--- src/rtl/pwb_pkg.sv ---
package pwb_pkg;
    localparam int DW    = 8;
    localparam int OFS_W = 4;
    localparam int PG_W  = 4;
    localparam int AW    = PG_W + OFS_W;
    localparam int PB    = 1 << OFS_W;
    localparam int DEPTH = 1 << AW;

    typedef logic [DW-1:0] byte_t;

    typedef struct packed {
        logic [PG_W-1:0]  page;
        logic [OFS_W-1:0] ofs;
    } waddr_t;

    typedef enum logic [1:0] {
        TM_IDLE   = 2'd0,
        TM_COMMIT = 2'd1,
        TM_HOLD   = 2'd2
    } tm_state_e;

    function automatic logic [OFS_W-1:0] step_ofs(input logic [OFS_W-1:0] o);
        return o + 1'b1;
    endfunction

    function automatic logic [AW-1:0] join_addr(input logic [PG_W-1:0] pg, input int unsigned o);
        return {pg, o[OFS_W-1:0]};
    endfunction
endpackage

--- src/rtl/pwb_buffer.sv ---
module pwb_buffer
    import pwb_pkg::*;
(
    input  logic                  clk,
    input  logic                  rst,
    input  logic                  hold,
    input  logic                  clr,
    input  logic                  start,
    input  logic                  addr_ld,
    input  logic [AW-1:0]         addr,
    input  logic                  stb,
    input  byte_t                 din,
    output waddr_t                cur,
    output logic [PB-1:0]         mask,
    output logic [PB-1:0][DW-1:0] data
);
    always_ff @(posedge clk) begin
        if (rst) begin
            cur  <= '0;
            mask <= '0;
            data <= '0;
        end else if (clr) begin
            mask <= '0;
        end else if (!hold) begin
            if (start) begin
                mask <= '0;
            end else if (addr_ld) begin
                cur <= waddr_t'(addr);
            end else if (stb) begin
                data[cur.ofs] <= din;
                mask[cur.ofs] <= 1'b1;
                cur.ofs       <= step_ofs(cur.ofs);
            end
        end
    end

    AST_PAGE_FIXED: assert property (@(posedge clk) disable iff (rst) (stb && !hold && !clr && !start && !addr_ld) |=> $stable(cur.page));
    AST_OFS_STEP: assert property (@(posedge clk) disable iff (rst) (stb && !hold && !clr && !start && !addr_ld) |=> cur.ofs == OFS_W'($past(cur.ofs) + 1));
    AST_START_CLEARS: assert property (@(posedge clk) disable iff (rst) (start && !hold) |=> mask == '0);
    AST_HOLD_FREEZE: assert property (@(posedge clk) disable iff (rst) (hold && !clr) |=> $stable(mask) && $stable(cur));
endmodule

--- src/rtl/pwb_timer.sv ---
module pwb_timer
    import pwb_pkg::*;
#(
    parameter int WAIT_CYC = 40
) (
    input  logic clk,
    input  logic rst,
    input  logic go,
    output logic busy,
    output logic commit_en
);
    localparam int CW = $clog2(WAIT_CYC + 1);

    tm_state_e     st;
    logic [CW-1:0] cnt;

    always_ff @(posedge clk) begin
        if (rst) begin
            st  <= TM_IDLE;
            cnt <= '0;
        end else begin
            unique case (st)
                TM_IDLE: if (go) begin
                    st  <= TM_COMMIT;
                    cnt <= CW'(WAIT_CYC - 1);
                end
                TM_COMMIT, TM_HOLD: begin
                    if (cnt == '0) st <= TM_IDLE;
                    else begin
                        st  <= TM_HOLD;
                        cnt <= cnt - 1'b1;
                    end
                end
                default: st <= TM_IDLE;
            endcase
        end
    end

    assign busy      = (st != TM_IDLE);
    assign commit_en = (st == TM_COMMIT);

    AST_GO_BUSY: assert property (@(posedge clk) disable iff (rst) (go && !busy) |=> busy && commit_en);
    AST_CNT_RANGE: assert property (@(posedge clk) disable iff (rst) busy |-> (int'(cnt) < WAIT_CYC));
    AST_COMMIT_ONCE: assert property (@(posedge clk) disable iff (rst) commit_en |=> !commit_en);
endmodule

--- src/rtl/pwb_array.sv ---
module pwb_array
    import pwb_pkg::*;
(
    input  logic                  clk,
    input  logic                  rst,
    input  logic                  commit,
    input  logic [PG_W-1:0]       page,
    input  logic [PB-1:0]         mask,
    input  logic [PB-1:0][DW-1:0] data,
    input  logic [PB-1:0]         allow,
    input  logic [AW-1:0]         rd_addr,
    output byte_t                 rd_data
);
    byte_t mem [DEPTH];

    always_ff @(posedge clk) begin
        if (rst) begin
            for (int a = 0; a < DEPTH; a++) mem[a] <= '0;
        end else if (commit) begin
            for (int i = 0; i < PB; i++) begin
                if (mask[i] && allow[i]) mem[join_addr(page, i)] <= data[i];
            end
        end
    end

    assign rd_data = mem[rd_addr];

    logic          rd_hit;
    logic [OFS_W-1:0] rd_ofs;
    assign rd_ofs = rd_addr[OFS_W-1:0];
    assign rd_hit = (rd_addr[AW-1:OFS_W] == page);

    AST_PROT_KEEP: assert property (@(posedge clk) disable iff (rst) (commit && rd_hit && !(mask[rd_ofs] && allow[rd_ofs])) |=> (!$stable(rd_addr) || $stable(rd_data)));
    AST_IDLE_KEEP: assert property (@(posedge clk) disable iff (rst) !commit |=> (!$stable(rd_addr) || $stable(rd_data)));
endmodule

--- src/rtl/pwb_top.sv ---
module pwb_top
    import pwb_pkg::*;
#(
    parameter int WAIT_CYC = 40
) (
    input  logic        clk,
    input  logic        rst,
    input  logic        txn_start,
    input  logic        addr_load,
    input  logic [7:0]  addr_in,
    input  logic        byte_stb,
    input  logic [7:0]  byte_in,
    input  logic        stop_in,
    input  logic [15:0] wr_allow,
    input  logic [7:0]  rd_addr,
    output logic [7:0]  rd_data,
    output logic        busy
);
    waddr_t                cur;
    logic [PB-1:0]         mask;
    logic [PB-1:0][DW-1:0] data;
    logic                  commit_en;
    logic                  go;

    assign go = stop_in && !busy && (mask != '0);

    pwb_buffer u_buf (
        .clk(clk), .rst(rst), .hold(busy), .clr(commit_en),
        .start(txn_start), .addr_ld(addr_load), .addr(addr_in),
        .stb(byte_stb), .din(byte_in),
        .cur(cur), .mask(mask), .data(data)
    );

    pwb_timer #(.WAIT_CYC(WAIT_CYC)) u_tmr (
        .clk(clk), .rst(rst), .go(go), .busy(busy), .commit_en(commit_en)
    );

    pwb_array u_arr (
        .clk(clk), .rst(rst), .commit(commit_en), .page(cur.page),
        .mask(mask), .data(data), .allow(wr_allow),
        .rd_addr(rd_addr), .rd_data(rd_data)
    );

    AST_EMPTY_STOP_IDLE: assert property (@(posedge clk) disable iff (rst) (stop_in && !busy && mask == '0) |=> !busy);
    AST_STOP_STARTS: assert property (@(posedge clk) disable iff (rst) (stop_in && !busy && mask != '0) |=> busy);
endmodule

--- config.mk ---
export PLATFORM = sky130hd
export DESIGN_NAME = pwb_top
export DESIGN_NICKNAME = d
export VERILOG_FILES = /design/src/rtl/pwb_pkg.sv /design/src/rtl/pwb_buffer.sv /design/src/rtl/pwb_timer.sv /design/src/rtl/pwb_array.sv /design/src/rtl/pwb_top.sv
export SDC_FILE = /design/constraint.sdc
export NUM_CORES = 2
export LEC_CHECK = 0
export ABC_AREA = 1
export BUFFER_PORTS_ARGS = -buffer_cell sky130_fd_sc_hd__buf_2
export CAP_MARGIN = 5
export CELL_PAD_IN_SITES_DETAIL_PLACEMENT = 0
export CELL_PAD_IN_SITES_GLOBAL_PLACEMENT = 1
export CORE_UTILIZATION = 35
export CTS_CLUSTER_DIAMETER = 120
export DETAILED_ROUTE_END_ITERATION = 7
export GPL_TIMING_DRIVEN = 1
export PLACE_DENSITY_LB_ADDON = 0.1
export SLEW_MARGIN = 20
export SYNTH_ARGS = -nofsm -noshare
export SYNTH_HDL_FRONTEND = slang
export SYNTH_SLANG_ARGS = --single-unit
--- constraint.sdc ---
create_clock -name clk -period 5.5 [get_ports clk]
set_input_delay 0.825 -clock clk [delete_from_list [all_inputs] [get_ports clk]]
set_output_delay 0.825 -clock clk [all_outputs]
set_load 0.03 [all_outputs]
==> results.cfg <==
[run_status]
status = complete, but fails checks
violations = DRC

[timing]
hold_viol_final = 0
timing.final.crit_share_pct = 99.6
worstMarginPinSlew_ps = 1280
max_freq_ghz = 0.183
layout_min_cycle_time_ps = 5480
slew_headroom_pct = 14.8
rsz0062_at_grt = false
fin_skew_ps = 32.6
setup_tns_ps = 0
setup_viol = 0
drv_slew = 0

[min_path]
hold_depth = 3
hold_path_startpoint = addr_in[1]
hp-class = input port to flop
min_to = u_buf.cur[1]

[global_route]
grt_max_degree = 116
grt_use_total_pct = 32.4
antenna_found_initial = 61
grt_overflow = 0
grt_pass1_vias = 73437
grt_pass1_wl_mm = 626

[worst_setup_path]
cp_data_arrival_time_ps = 4650
required_ps = 4680
path_max_fanout = 98
worst_path_max_delay_cell = buf_4
r2r_end = u_arr.mem[200][4]
cp-end-kind = primary output
cp_common_cell = nand3_1
slowest_delay_ps = 450
rrSetupSlack_ps = 1790
worstRegToRegCells = 7
cp-start-kind = input port
crit_path_start = rd_addr[0]
crit_chain = buf_8, buf_12, buf_4, nand2_1, nand3_1, nand3_1, nand3_1, nand3_1, nand3_1, nand3_1, nand2_1, nand2_1, nand2_1, buf_2
r2r_start = u_tmr.st[1]
worstSetupPathType = input port to primary output

[clock_tree]
cts_sinks = 2208
clock_latency_ps = 870
cts.clk_slew.worst_paths_ps = 60
cts_inserted_buffers = 270
hold_buffers = 0
cts_max_path_buffers = 4
cts_tree = built
clockRootBuffer = clkbuf_16
htree_levels = 5
post-cts-setup-buffers = 0
ctsResizeCount = 0

[logic_synthesis]
yosysWarnings = 0
synth_flop_cell = edfxtp_1
ys_ff_latch = 2208
synth_edf_count = 2048
async_flop_share_pct = 0
synth_nets = 10251
yosysUniqueCellTypes = 29
netlist_instances = 10197
syn_avg_cell_area_sq_um = 9.65
yosysSeqAreaShare_pct = 65.7
syn-cell-area_sq_um = 98400

[routing]
via_count = 80213
drtAntennaViolNets = 0
drt-initial-drc-count = 12344
drc = 3
first_pass_iters = 8
viasPerCell = 5.73
finalWirelength_mm = 471
avgRoutedWirePerCell_microns = 33.7

[cells_and_area]
fillerInstances = 27910
areaGrowthSynthToFinish_pct = 12.8
final_cell_mix = 2,640 x nand2_1, 2,091 x nor2_1, 2,048 x edfxtp_1
num-nets-final = 10127
drive_above_1_share_pct = 7.44
final_common_cell = nand2_1

[pwr]
ir_drop_mv = 0.293
power.density_nw_per_um2 = 361
total_power_uw = 40100
leakagePower_uw = 0.0384

[floorplanning]
dieArea_sq_um = 283000
core-area_sq_um = 280000
rows = 194
fp.dieW_microns = 532
die-height_microns = 532
pin_count = 55
start_util_pct = 35.2

[placement]
portBuffers = 54
gp_congestion = 0.934
dp_hpwl_mm = 304

[run]
drv_cap = 0
## area by class of cell
type / instances / area, sq um / share of cell area [%]
repair buffers: 288 / 2650 / 2.39
flip-flops and latches: 2208 / 64700 / 58.3
diodes: 9 / 22.5 / 0.0203
multi-input cells: 7139 / 30000 / 27.0
inverters: 166 / 667 / 0.601
well taps: 3724 / 4660 / 4.20
clock buffers: 350 / 7370 / 6.63
clock inverters: 123 / 920 / 0.828
## cell usage after synthesis, types with 2 or more instances
master | number | area (sq um)
nand4_1 | 2 | 12.5
nor2_1 | 2123 | 7970
nor4_1 | 4 | 25.0
nand2_2 | 9 | 56.3
buf_2 | 309 | 1550
inv_2 | 2 | 7.51
o21ai_0 | 134 | 671
clkbuf_1 | 269 | 1010
buf_1 | 49 | 184
o21ai_1 | 5 | 25.0
a31oi_1 | 2 | 12.5
ha_1 | 8 | 100
a21oi_1 | 158 | 791
nor3_1 | 2 | 10.0
buf_4 | 40 | 300
buf_6 | 16 | 180
nand2_1 | 2640 | 9910
inv_1 | 34 | 128
xor2_1 | 3 | 26.3
clkinv_1 | 129 | 484
edfxtp_1 | 2048 | 61500
nand3_1 | 2045 | 10200
dfxtp_1 | 160 | 3200
## report_power, final
part	total, uW	switching [uW]	internal (uW)
Combinational	3680	2960	720
Sequential	19000	191	18800
Clock	17400	7420	9960
## critical path: cells and delay by family
kind / cells / cell delay [ps]
buffers and inverters: 4 / 1480
AND/OR/NAND/NOR: 10 / 2170
## routing by layer
layer	vias to the layer above	GRT usage [%]	wire, microns
met2	4681	47.1	199000
li1	34380	-	-
met4	4	15.2	25100
met1	40424	46.4	200000
met5	-	0.388	172
met3	724	6.06	47200
## through the flow
stage | cells | utilization [%] | area (sq um) | hold slack, ps | setup WS [ps]
2_1_floorplan | 10197 | - | 98400 | 443 | 2470
3_3_place_gp | 13524 | 36.7 | 103000 | 428 | 123
3_5_place_dp | 13525 | 36.7 | 103000 | 434 | 238
4_1_cts | 13998 | 39.7 | 111000 | 189 | 227
5_1_grt | 14000 | 39.7 | 111000 | 227 | 8.33
6_report | 14007 | 39.7 | 111000 | 240 | 24.1
## flip-flops by register name, summed over array words and instances (netlist names)
signal,cells
u_tmr.cnt,6
u_buf.data,128
u_buf.cur,8
u_tmr.st,2
u_buf.mask,16
u_arr.mem,2048
## worst max path at each step
stage                       endpoint  depth (start not counted)  slack (ps)
after floorplan           rd_data[6]                         15        2470
after detailed placement  rd_data[5]                         14         240
final                     rd_data[2]                         14          20
after CTS                 rd_data[5]                         14         230
after global routing      rd_data[2]                         14           8
after global placement    rd_data[5]                         14         120
## cells by family (layout without fill, tap and decap cells)
logic type	after synthesis	after routing	synth area share, %
simple gates	6827	6827	28.7
flops	2208	2208	65.7
buf+inv	850	927	3.92
compound gates	300	300	1.53
fa+ha+maj	8	8	0.102
xor+xnor	4	4	0.0356
other cells	0	9	0
(Power assumes the default switching activity.)
